`config.mk`:
```
export PLATFORM = sky130hd
export DESIGN_NAME = trig_resampler
export DESIGN_NICKNAME = d
export VERILOG_FILES = /design/src/rtl/rsmp_pkg.sv /design/src/rtl/rsmp_trig_sync.sv /design/src/rtl/rsmp_sample_track.sv /design/src/rtl/rsmp_interp.sv /design/src/rtl/trig_resampler.sv
export SDC_FILE = /design/constraint.sdc
export NUM_CORES = 1
export LEC_CHECK = 0
export ABC_AREA = 1
export ABC_CLOCK_PERIOD_IN_PS = 9710
export CORE_MARGIN = 5
export CORE_UTILIZATION = 55
export CTS_CLUSTER_DIAMETER = 150
export DETAILED_ROUTE_END_ITERATION = 7
export GPL_ROUTABILITY_DRIVEN = 0
export PLACE_DENSITY = 0.72
export SYNTH_ARGS = -nofsm -noshare
export SYNTH_HDL_FRONTEND = slang
export SYNTH_SLANG_ARGS = --single-unit
```
`constraint.sdc`:
```
create_clock -name clk -period 9.71 [get_ports clk]
set_input_delay 1.942 -clock clk [delete_from_list [all_inputs] [get_ports clk]]
set_output_delay 1.942 -clock clk [all_outputs]
set_load 0.01 [all_outputs]
```
`src/rtl/rsmp_pkg.sv`:
```
package rsmp_pkg;
  // guard bits kept below the fraction when forming t * (1/Ts)
  localparam int GUARD_W = 8;

  // ceil(2^(fw+GUARD_W) / ts)
  function automatic longint recip(input int ts, input int fw);
    longint num;
    num = longint'(1) <<< (fw + GUARD_W);
    return (num + longint'(ts) - 1) / longint'(ts);
  endfunction
endpackage

```
`src/rtl/rsmp_trig_sync.sv`:
```
module rsmp_trig_sync #(
  parameter int STAGES = 2
) (
  input  logic clk,
  input  logic rst,
  input  logic trig_in,
  output logic rise
);
  logic [STAGES-1:0] chain;
  logic              last;

  always_ff @(posedge clk) begin
    if (rst) begin
      chain <= '0;
      last  <= 1'b0;
    end else begin
      chain[0] <= trig_in;
      for (int i = 1; i < STAGES; i++) chain[i] <= chain[i-1];
      last <= chain[STAGES-1];
    end
  end

  assign rise = chain[STAGES-1] & ~last;
endmodule

```
`src/rtl/rsmp_sample_track.sv`:
```
module rsmp_sample_track #(
  parameter int DATA_W = 16,
  parameter int TS_CYC = 40,
  parameter int DELAY  = 2,
  parameter int T_W    = 6
) (
  input  logic                     clk,
  input  logic                     rst,
  input  logic                     stb_in,
  input  logic signed [DATA_W-1:0] dat_in,
  output logic signed [DATA_W-1:0] x_prev,
  output logic signed [DATA_W-1:0] x_cur,
  output logic [T_W-1:0]           since
);
  localparam logic [T_W-1:0] T_MAX = T_W'(TS_CYC - 1);

  // strobe and data delayed by the synchronizer depth so both paths align
  logic                     dstb [1:DELAY];
  logic signed [DATA_W-1:0] ddat [1:DELAY];

  always_ff @(posedge clk) begin
    if (rst) begin
      for (int i = 1; i <= DELAY; i++) begin
        dstb[i] <= 1'b0;
        ddat[i] <= '0;
      end
    end else begin
      dstb[1] <= stb_in;
      ddat[1] <= dat_in;
      for (int i = 2; i <= DELAY; i++) begin
        dstb[i] <= dstb[i-1];
        ddat[i] <= ddat[i-1];
      end
    end
  end

  // pair update and elapsed-time counter, restarted at the strobe edge
  always_ff @(posedge clk) begin
    if (rst) begin
      x_prev <= '0;
      x_cur  <= '0;
      since  <= T_MAX;
    end else if (dstb[DELAY]) begin
      x_prev <= x_cur;
      x_cur  <= ddat[DELAY];
      since  <= T_W'(1);
    end else if (since != T_MAX) begin
      since  <= since + T_W'(1);
    end
  end
endmodule

```
`src/rtl/rsmp_interp.sv`:
```
module rsmp_interp #(
  parameter int DATA_W = 16,
  parameter int FRAC_W = 12,
  parameter int TS_CYC = 40,
  parameter int T_W    = 6
) (
  input  logic                     clk,
  input  logic                     rst,
  input  logic                     rise,
  input  logic [T_W-1:0]           since,
  input  logic signed [DATA_W-1:0] x_prev,
  input  logic signed [DATA_W-1:0] x_cur,
  output logic                     res_valid,
  output logic signed [DATA_W-1:0] res_data,
  output logic                     overrun
);
  import rsmp_pkg::*;

  localparam int RW = FRAC_W + GUARD_W + 1;
  localparam int MW = T_W + RW;
  localparam int PW = DATA_W + FRAC_W + 2;
  localparam logic [RW-1:0] K = RW'(recip(TS_CYC, FRAC_W));
  localparam logic signed [PW-1:0] MAXV = PW'((longint'(1) <<< (DATA_W-1)) - 1);
  localparam logic signed [PW-1:0] MINV = PW'(-(longint'(1) <<< (DATA_W-1)));
  localparam logic signed [PW-1:0] HALF = PW'(longint'(1) <<< (FRAC_W-1));

  // stage A: capture
  logic                     va;
  logic [T_W-1:0]           ta;
  logic signed [DATA_W-1:0] pa, ca;
  // stage B: weight and difference
  logic                     vb;
  logic [FRAC_W-1:0]        frac_b;
  logic signed [DATA_W-1:0] base_b;
  logic signed [DATA_W:0]   diff_b;

  logic [MW-1:0] mul;
  assign mul = MW'(ta) * MW'(K);

  always_ff @(posedge clk) begin
    if (rst) begin
      va <= 1'b0; ta <= '0; pa <= '0; ca <= '0;
      vb <= 1'b0; frac_b <= '0; base_b <= '0; diff_b <= '0;
      overrun <= 1'b0;
    end else begin
      va <= rise;
      overrun <= rise & (va | vb);
      if (rise) begin
        ta <= since;
        pa <= x_prev;
        ca <= x_cur;
      end
      vb <= va;
      if (va) begin
        frac_b <= FRAC_W'(mul >> GUARD_W);
        base_b <= pa;
        diff_b <= {ca[DATA_W-1], ca} - {pa[DATA_W-1], pa};
      end
    end
  end

  // stage C: weighted sum, rounding, saturation
  logic signed [PW-1:0] diff_x, frac_x, prod, step, sum;
  logic signed [DATA_W-1:0] sat;

  always_comb begin
    diff_x = {{(PW-DATA_W-1){diff_b[DATA_W]}}, diff_b};
    frac_x = {{(PW-FRAC_W){1'b0}}, frac_b};
    prod   = diff_x * frac_x;
    step   = (prod + HALF) >>> FRAC_W;
    sum    = {{(PW-DATA_W){base_b[DATA_W-1]}}, base_b} + step;
    if (sum > MAXV)      sat = MAXV[DATA_W-1:0];
    else if (sum < MINV) sat = MINV[DATA_W-1:0];
    else                 sat = sum[DATA_W-1:0];
  end

  always_ff @(posedge clk) begin
    if (rst) begin
      res_valid <= 1'b0;
      res_data  <= '0;
    end else begin
      res_valid <= vb;
      if (vb) res_data <= sat;
    end
  end
endmodule

```
`src/rtl/trig_resampler.sv`:
```
module trig_resampler #(
  parameter int DATA_W      = 16,
  parameter int FRAC_W      = 12,
  parameter int TS_CYC      = 40,
  parameter int SYNC_STAGES = 2
) (
  input  logic                     clk,
  input  logic                     rst,
  input  logic                     smp_stb,
  input  logic signed [DATA_W-1:0] smp_data,
  input  logic                     trig_in,
  output logic                     res_valid,
  output logic signed [DATA_W-1:0] res_data,
  output logic                     overrun
);
  localparam int T_W = $clog2(TS_CYC);

  logic                     trig_rise;
  logic [T_W-1:0]           since_t;
  logic signed [DATA_W-1:0] pair_old, pair_new;

  rsmp_trig_sync #(.STAGES(SYNC_STAGES)) u_sync (
    .clk(clk), .rst(rst), .trig_in(trig_in), .rise(trig_rise)
  );

  rsmp_sample_track #(
    .DATA_W(DATA_W), .TS_CYC(TS_CYC), .DELAY(SYNC_STAGES), .T_W(T_W)
  ) u_track (
    .clk(clk), .rst(rst), .stb_in(smp_stb), .dat_in(smp_data),
    .x_prev(pair_old), .x_cur(pair_new), .since(since_t)
  );

  rsmp_interp #(
    .DATA_W(DATA_W), .FRAC_W(FRAC_W), .TS_CYC(TS_CYC), .T_W(T_W)
  ) u_interp (
    .clk(clk), .rst(rst), .rise(trig_rise), .since(since_t),
    .x_prev(pair_old), .x_cur(pair_new),
    .res_valid(res_valid), .res_data(res_data), .overrun(overrun)
  );
endmodule

```
---- After elaboration in Yosys (flattened, before gate mapping) ----
Memory sizes are Yosys's and may differ from the RTL's. A register that Yosys moved wholly into a read port is not among the register bits.
Cells that the tools add are included.
word-level totals
  register bits ........................... 128
  latch bits .............................. 0
  bits in writable memories ............... 34
  ROM bits ................................ 0
  input port bits ......................... 20
  output and inout bits ................... 18
  logic and storage cells ................. 48
  memories kept ........................... 2
memory list
  memory        words  bits a word  rd ports  clocked after Yosys merged registers in  wr ports  line                     RTL
  u_track.ddat  2      16           2         1                                        2         rsmp_sample_track.sv:19  logic signed [DATA_W-1:0] ddat [1:DELAY];
  u_track.dstb  2      1            2         0                                        2         rsmp_sample_track.sv:18  logic dstb [1:DELAY];
cells by class
  add/sub/neg operators ................... 4
  multipliers ............................. 2
  div/mod/pow operators ................... 0
  order comparisons ....................... 2
  eq/ne operators ......................... 1
  shifts and indexed selects .............. 0
  mux-type cells .......................... 11
  bitwise gates (word level) .............. 8
  reductions and logical operators ........ 2
operators by type and width
  operator                                                          count
  two-way mux 16 bit                                                4
  adder 30 x 13 -> 30 bit (second input constant)                   1
  greater-than comparator 30 x 16 -> 1 bit (second input constant)  1
  less-than comparator 30 x 16 -> 1 bit (second input constant)     1
  multiplier 17 x 13 -> 30 bit                                      1
  multiplier 6 x 15 -> 20 bit (second input constant)               1
  adder 16 x 18 -> 19 bit                                           1
  subtractor 16 x 16 -> 17 bit                                      1
  two-way mux 6 bit                                                 2
  adder 6 x 1 -> 6 bit (second input constant)                      1
  inequality test 6 bit (second input constant)                     1
  two-way mux 1 bit                                                 5
  OR 1 bit                                                          5
  AND 1 bit                                                         2
  nonzero test 2 bit                                                1
  OR reduction 2 bit                                                1
  inverter 1 bit                                                    1

---- Depth between registers and ports, before layout ----
  word-level depth ........................ 6
  mapped depth ............................ 39
  depth with buffers taken out ............ 36

---- Modules after synthesis ----
A second synthesis with hierarchy kept.
second synthesis, totals
  cell total of the unflattened synthesis .. 2195
  area, all modules ....................... 16729.8 µm²
by module, submodules not included
  module             instances  cells an instance  area an instance (µm²)  sequential area each (µm²)
  rsmp_interp        1          1897               14266.2                 2062.0
  rsmp_sample_track  1          288                2377.3                  1441.4
  rsmp_trig_sync     1          10                 86.3                    60.1

---- Worst setup path before layout ----
OpenSTA, ideal clock, no wires.
  path type ............................... register to register
  start ................................... register u_interp.frac_b[7]
  end ..................................... register u_interp.res_data[10]
  library setup time ...................... 0.122 ns
  data arrival time ....................... 6.704 ns
  data required time ...................... 9.588 ns
  slack ................................... 2.884 ns
  stages on the path, launching flop included .. 36
  path buffers ............................ 3
  period minus slack after synthesis ...... 6.826 ns
  path through ............................ dfxtp_1 -> clkbuf_1 -> clkbuf_1 -> nand2_1 -> fa_1 -> fa_1 -> fa_1 -> inv_1 -> fa_1 -> fa_1 -> fa_1 -> ha_1 -> nand2_1 -> nor2_1 -> nand4_1 -> o21ai_1 -> nand2_1 -> nand2_1 -> nand2_1 -> nand2_1 -> xnor2_1 -> inv_1 -> ha_1 -> nand2_1 -> inv_1 -> nand2_1 -> nand2_1 -> a21oi_1 -> nand2_1 -> nand2_1 -> nand2_1 -> nor2_1 -> nand2_1 -> a21oi_4 -> buf_12 -> a21oi_2
on the way
  longest elaborated chain between the ends .. 6
  elaborated cells on any way between the ends .. 7
  those cells by class .................... add/sub (2); mul (1); order compare (2); mux (2)
ends and longest elaborated chain
  element                                line               RTL
  from (decl)                            rsmp_interp.sv:33  logic [FRAC_W-1:0] frac_b;
  from (signal assigned)                 rsmp_interp.sv:55  frac_b <= FRAC_W'(mul >> GUARD_W);
  multiplier 17 x 13 -> 30 bit *         rsmp_interp.sv:69  prod = diff_x * frac_x;
  adder 30 x 13 -> 30 bit *              rsmp_interp.sv:70  step = (prod + HALF) >>> FRAC_W;
  adder 16 x 18 -> 19 bit *              rsmp_interp.sv:71  sum = {{(PW-DATA_W){base_b[DATA_W-1]}}, base_b} + step;
  less-than comparator 30 x 16 -> 1 bit  rsmp_interp.sv:73  else if (sum < MINV) sat = MINV[DATA_W-1:0];
  two-way mux 16 bit                     rsmp_interp.sv:73
  two-way mux 16 bit *                   rsmp_interp.sv:72  if (sum > MAXV) sat = MAXV[DATA_W-1:0];
  to (signal assigned)                   rsmp_interp.sv:83  if (vb) res_data <= sat;
  to (decl)                              rsmp_interp.sv:14  output logic signed [DATA_W-1:0] res_data,
Mark *: on every way between the ends. The rest lies on a longest branch, timed or not.
A chain may end at the register's enable or synchronous reset.

---- Worst setup path after layout ----
  start ................................... register u_interp.frac_b[9]
  end ..................................... register u_interp.res_data[5]
The elaborated chain is that of the path after synthesis.

==> results.yml <==
outcome:
  status: "finished clean"
final_layout:
  areaGrowthSynthToFinish_pct: 7.00
  antenna_cells: 0
  fillers: 2762
  fin_nets: 2563
  drive_gt1_share_pct: 4.26
synth:
  synth-simple-area-share_pct: 17.7
  postSynthCellCount: 2215
  synthDominantCellAreaShare_pct: 23.6
  synthFlopType: "dfxtp_1"
  synth_cell_type_count: 43
  synthXorXnorAreaFrac_pct: 2.39
  synth_edf_count: 0
  synthTopCellsByArea: "fa_1 (24%), dfxtp_1 (21%), ha_1 (11%)"
  synth_compound_area_share_pct: 11.1
  synth-adder-area-share_pct: 34.8
  synth_nets: 2585
  synthMuxAreaShare_pct: 0
  synth_area_per_cell_sq_um: 7.61
  yosys_register_bits: 178
  synthArstFlopShare_pct: 0
  netlist_area_sq_um: 16900
  synth_top_family_by_area: "adder cells"
  yosysWarnings: 0
  ys_seq_area_share_pct: 21.1
  yosys.area.top_type: "fa_1"
critical_path:
  cpMaxStageDelayCell: "dfxtp_1"
  path_class: "flip-flop to flip-flop"
  cp-end-kind: "flip-flop"
  required_ns: 10.00
  slowest_delay_ns: 0.87
  crit_family: "adder cells"
  crit_fanout: 18
  arrival_ns: 8.08
  worst-path-buf-inv: 3
  cpMostUsedCell: "nand2_1"
  start_kind: "flip-flop"
drt:
  drc: 0
  routed_wl_um: 38800
  wl_per_cell_um: 14.9
  first_pass_iters: 5
  via_per_inst: 5.21
  drt.antenna.violating_nets: 0
  drt_iter0_markers: 880
  vias: 13500
global_routing:
  gr-total-overflow: 0
  antenna_found_initial: 0
  grt_start_max_net_pins: 120
  grt_pass1_wl_um: 67600
  grt_pass1_vias: 14000
  grtUsageTotal_pct: 24.0
clock_tree:
  cts_made_buffers: 17
  cts_tree: "done"
  htreeDepth: 4
  cts.sinks: 178
  root_buffer: "clkbuf_16"
  postCtsSetupRepairBufs: 0
  post_cts_resized: 0
  hold_buffers: 0
  cts.clk_slew.worst_paths_ns: 0.08
  cts_buffer_depth: 2
  clk_latency_ns: 0.43
floorplan:
  core_sq_um: 30400
  die_area_sq_um: 34300
  die_width_um: 185
  die_h_um: 185
  ioPinCount: 38
  start_util_pct: 55.4
  rows: 64
sta:
  period_share_pct: 80.2
  slew_headroom_pct: 32.4
  hold_viol_final: 0
  drv_slew: 0
  setup_viol: 0
  clock_skew_ns: 0.0174
  max_clock_freq_ghz: 0.128
  min_period_ns: 7.79
  setup_tns_ns: 0
  rsz0062_at_grt: "no"
  hold-worst-slack_ns: 0.403
  worst_pin_slew_ns: 1.01
power_and_ir_drop:
  total_power_mw: 1.82
  leakagePower_nw: 10.2
  ir_drop_v: 0.000176
  power.density_nw_per_um2: 101
job:
  drv_cap: 0
min_path:
  min_path_type: "flip-flop to flip-flop"
place:
  io_buffers: 37
  dp_hpwl_um: 30200
layer usage:
metal / vias up / track usage [%] / share of wire [%]
met5: - / 0 / 0
met4: 0 / 8.10 / 3.3
met3: 90 / 3.79 / 5.9
met2: 424 / 40.3 / 47
met1: 6339 / 32.0 / 44
li1: 6695 / - / -
layout make-up:
type / instances / area (sq um) / area share (%)
Multi-Input combinational cell: 1469 / 11100 / 61.7
Clock inverter: 15 / 183 / 1.01
Inverter: 480 / 1800 / 9.99
Clock buffer: 17 / 425 / 2.36
Tap cell: 396 / 495 / 2.75
Timing Repair Buffer: 47 / 440 / 2.44
Sequential cell: 178 / 3560 / 19.8
stage by stage:
stage	instance area (sq um)	util [%]	worst slack [ns]	cells
floorplan	16900	-	2.88	2215
global placement	17400	57.3	2.05	2570
detailed placement	17400	57.3	2.03	2570
CTS	18000	59.3	1.97	2602
global route	18000	59.3	1.37	2602
finish	18000	59.3	1.92	2602
cells in the mapped netlist, types with 2 or more instances:
cell type / count
a211oi_1: 2
a21o_1: 3
a21oi_1: 124
a21oi_2: 12
a31oi_1: 6
and3_1: 2
buf_1: 4
buf_12: 2
buf_2: 2
clkbuf_1: 80
dfxtp_1: 178
fa_1: 199
ha_1: 151
inv_1: 479
nand2_1: 404
nand2_2: 22
nand3_1: 42
nand3_2: 4
nand3b_1: 3
nand4_1: 10
nor2_1: 221
nor2_2: 3
nor3_1: 12
nor4_1: 3
o211ai_1: 8
o21a_1: 5
o21ai_0: 160
o21ai_1: 4
o21bai_1: 7
o221ai_1: 2
o31ai_1: 3
or2_2: 3
xnor2_1: 17
xor2_1: 29
sequential cells by signal, indices dropped and copies added, names as in the netlist:
| register | flops |
|---|---|
| u_interp.diff_b | 17 |
| u_sync.chain | 2 |
| u_track.x_cur | 16 |
| u_interp.base_b | 16 |
| u_interp.vb | 1 |
| u_interp.overrun | 1 |
| u_track.since | 6 |
| u_interp.res_data | 16 |
| u_track.ddat | 32 |
| u_interp.ca | 16 |
| u_track.x_prev | 16 |
| u_sync.last | 1 |
| u_interp.res_valid | 1 |
| u_interp.frac_b | 12 |
| u_interp.ta | 6 |
| u_interp.va | 1 |
| u_interp.pa | 16 |
| u_track.dstb | 2 |
layout by cell type (no fill, tap or decap), types with 2 or more instances in the layout:
cell             count
and3_1               2
inv_1              478
a21oi_2             12
dfxtp_1            177
nor2_2               3
o21a_1               5
nand3_1             42
nor2_1             221
fa_1               199
inv_6                5
clkinv_8             6
a21oi_1            124
nor3_1              12
nand2_1            404
nand3_2              4
nand2_2             22
a211oi_1             2
a21o_1               3
ha_1               151
nand3b_1             3
a31oi_1              6
clkdlybuf4s50_1     36
o221ai_1             2
o31ai_1              3
buf_4               10
o211ai_1             8
nand4_1             10
xnor2_1             17
xor2_1              29
clkbuf_16           17
o21ai_1              4
o21bai_1             7
o21ai_0            160
or2_2                3
nor4_1               3
logic make-up (layout without fill, tap and decap cells):
logic type | after synthesis | after routing
simple gates | 732 | 732
buf+inv | 568 | 559
fa+ha+maj | 350 | 350
compound gates | 341 | 341
flops | 178 | 178
xor+xnor | 46 | 46
path summary, 6_finish.rpt:
| kind | startpoint | to | slack [ns] | cells after the start |
|---|---|---|---|---|
| worst min register to register | u_track.ddat[1][12] | u_track.ddat[2][12] | 0.40 | 2 |
| worst max-delay path | u_interp.frac_b[9] | u_interp.res_data[5] | 1.92 | 32 |
| worst min-delay path | u_track.ddat[1][12] | u_track.ddat[2][12] | 0.40 | 2 |
| worst max register to register | u_interp.frac_b[9] | u_interp.res_data[5] | 1.92 | 32 |
worst min-delay path: cells and delay by family, from the launching register on:
family | cells | cell delay [ns]
buffers and inverters | 1 | 0.04
flip-flops | 1 | 0.30
AND/OR/NAND/NOR | 1 | 0.03
report_power, final:
part	internal (mW)	switching (mW)	total, mW
sequential	0.769	0.0435	0.813
clock	0.350	0.339	0.689
combinational	0.118	0.196	0.314
Note: power is estimated with default switching activity, not from simulation.
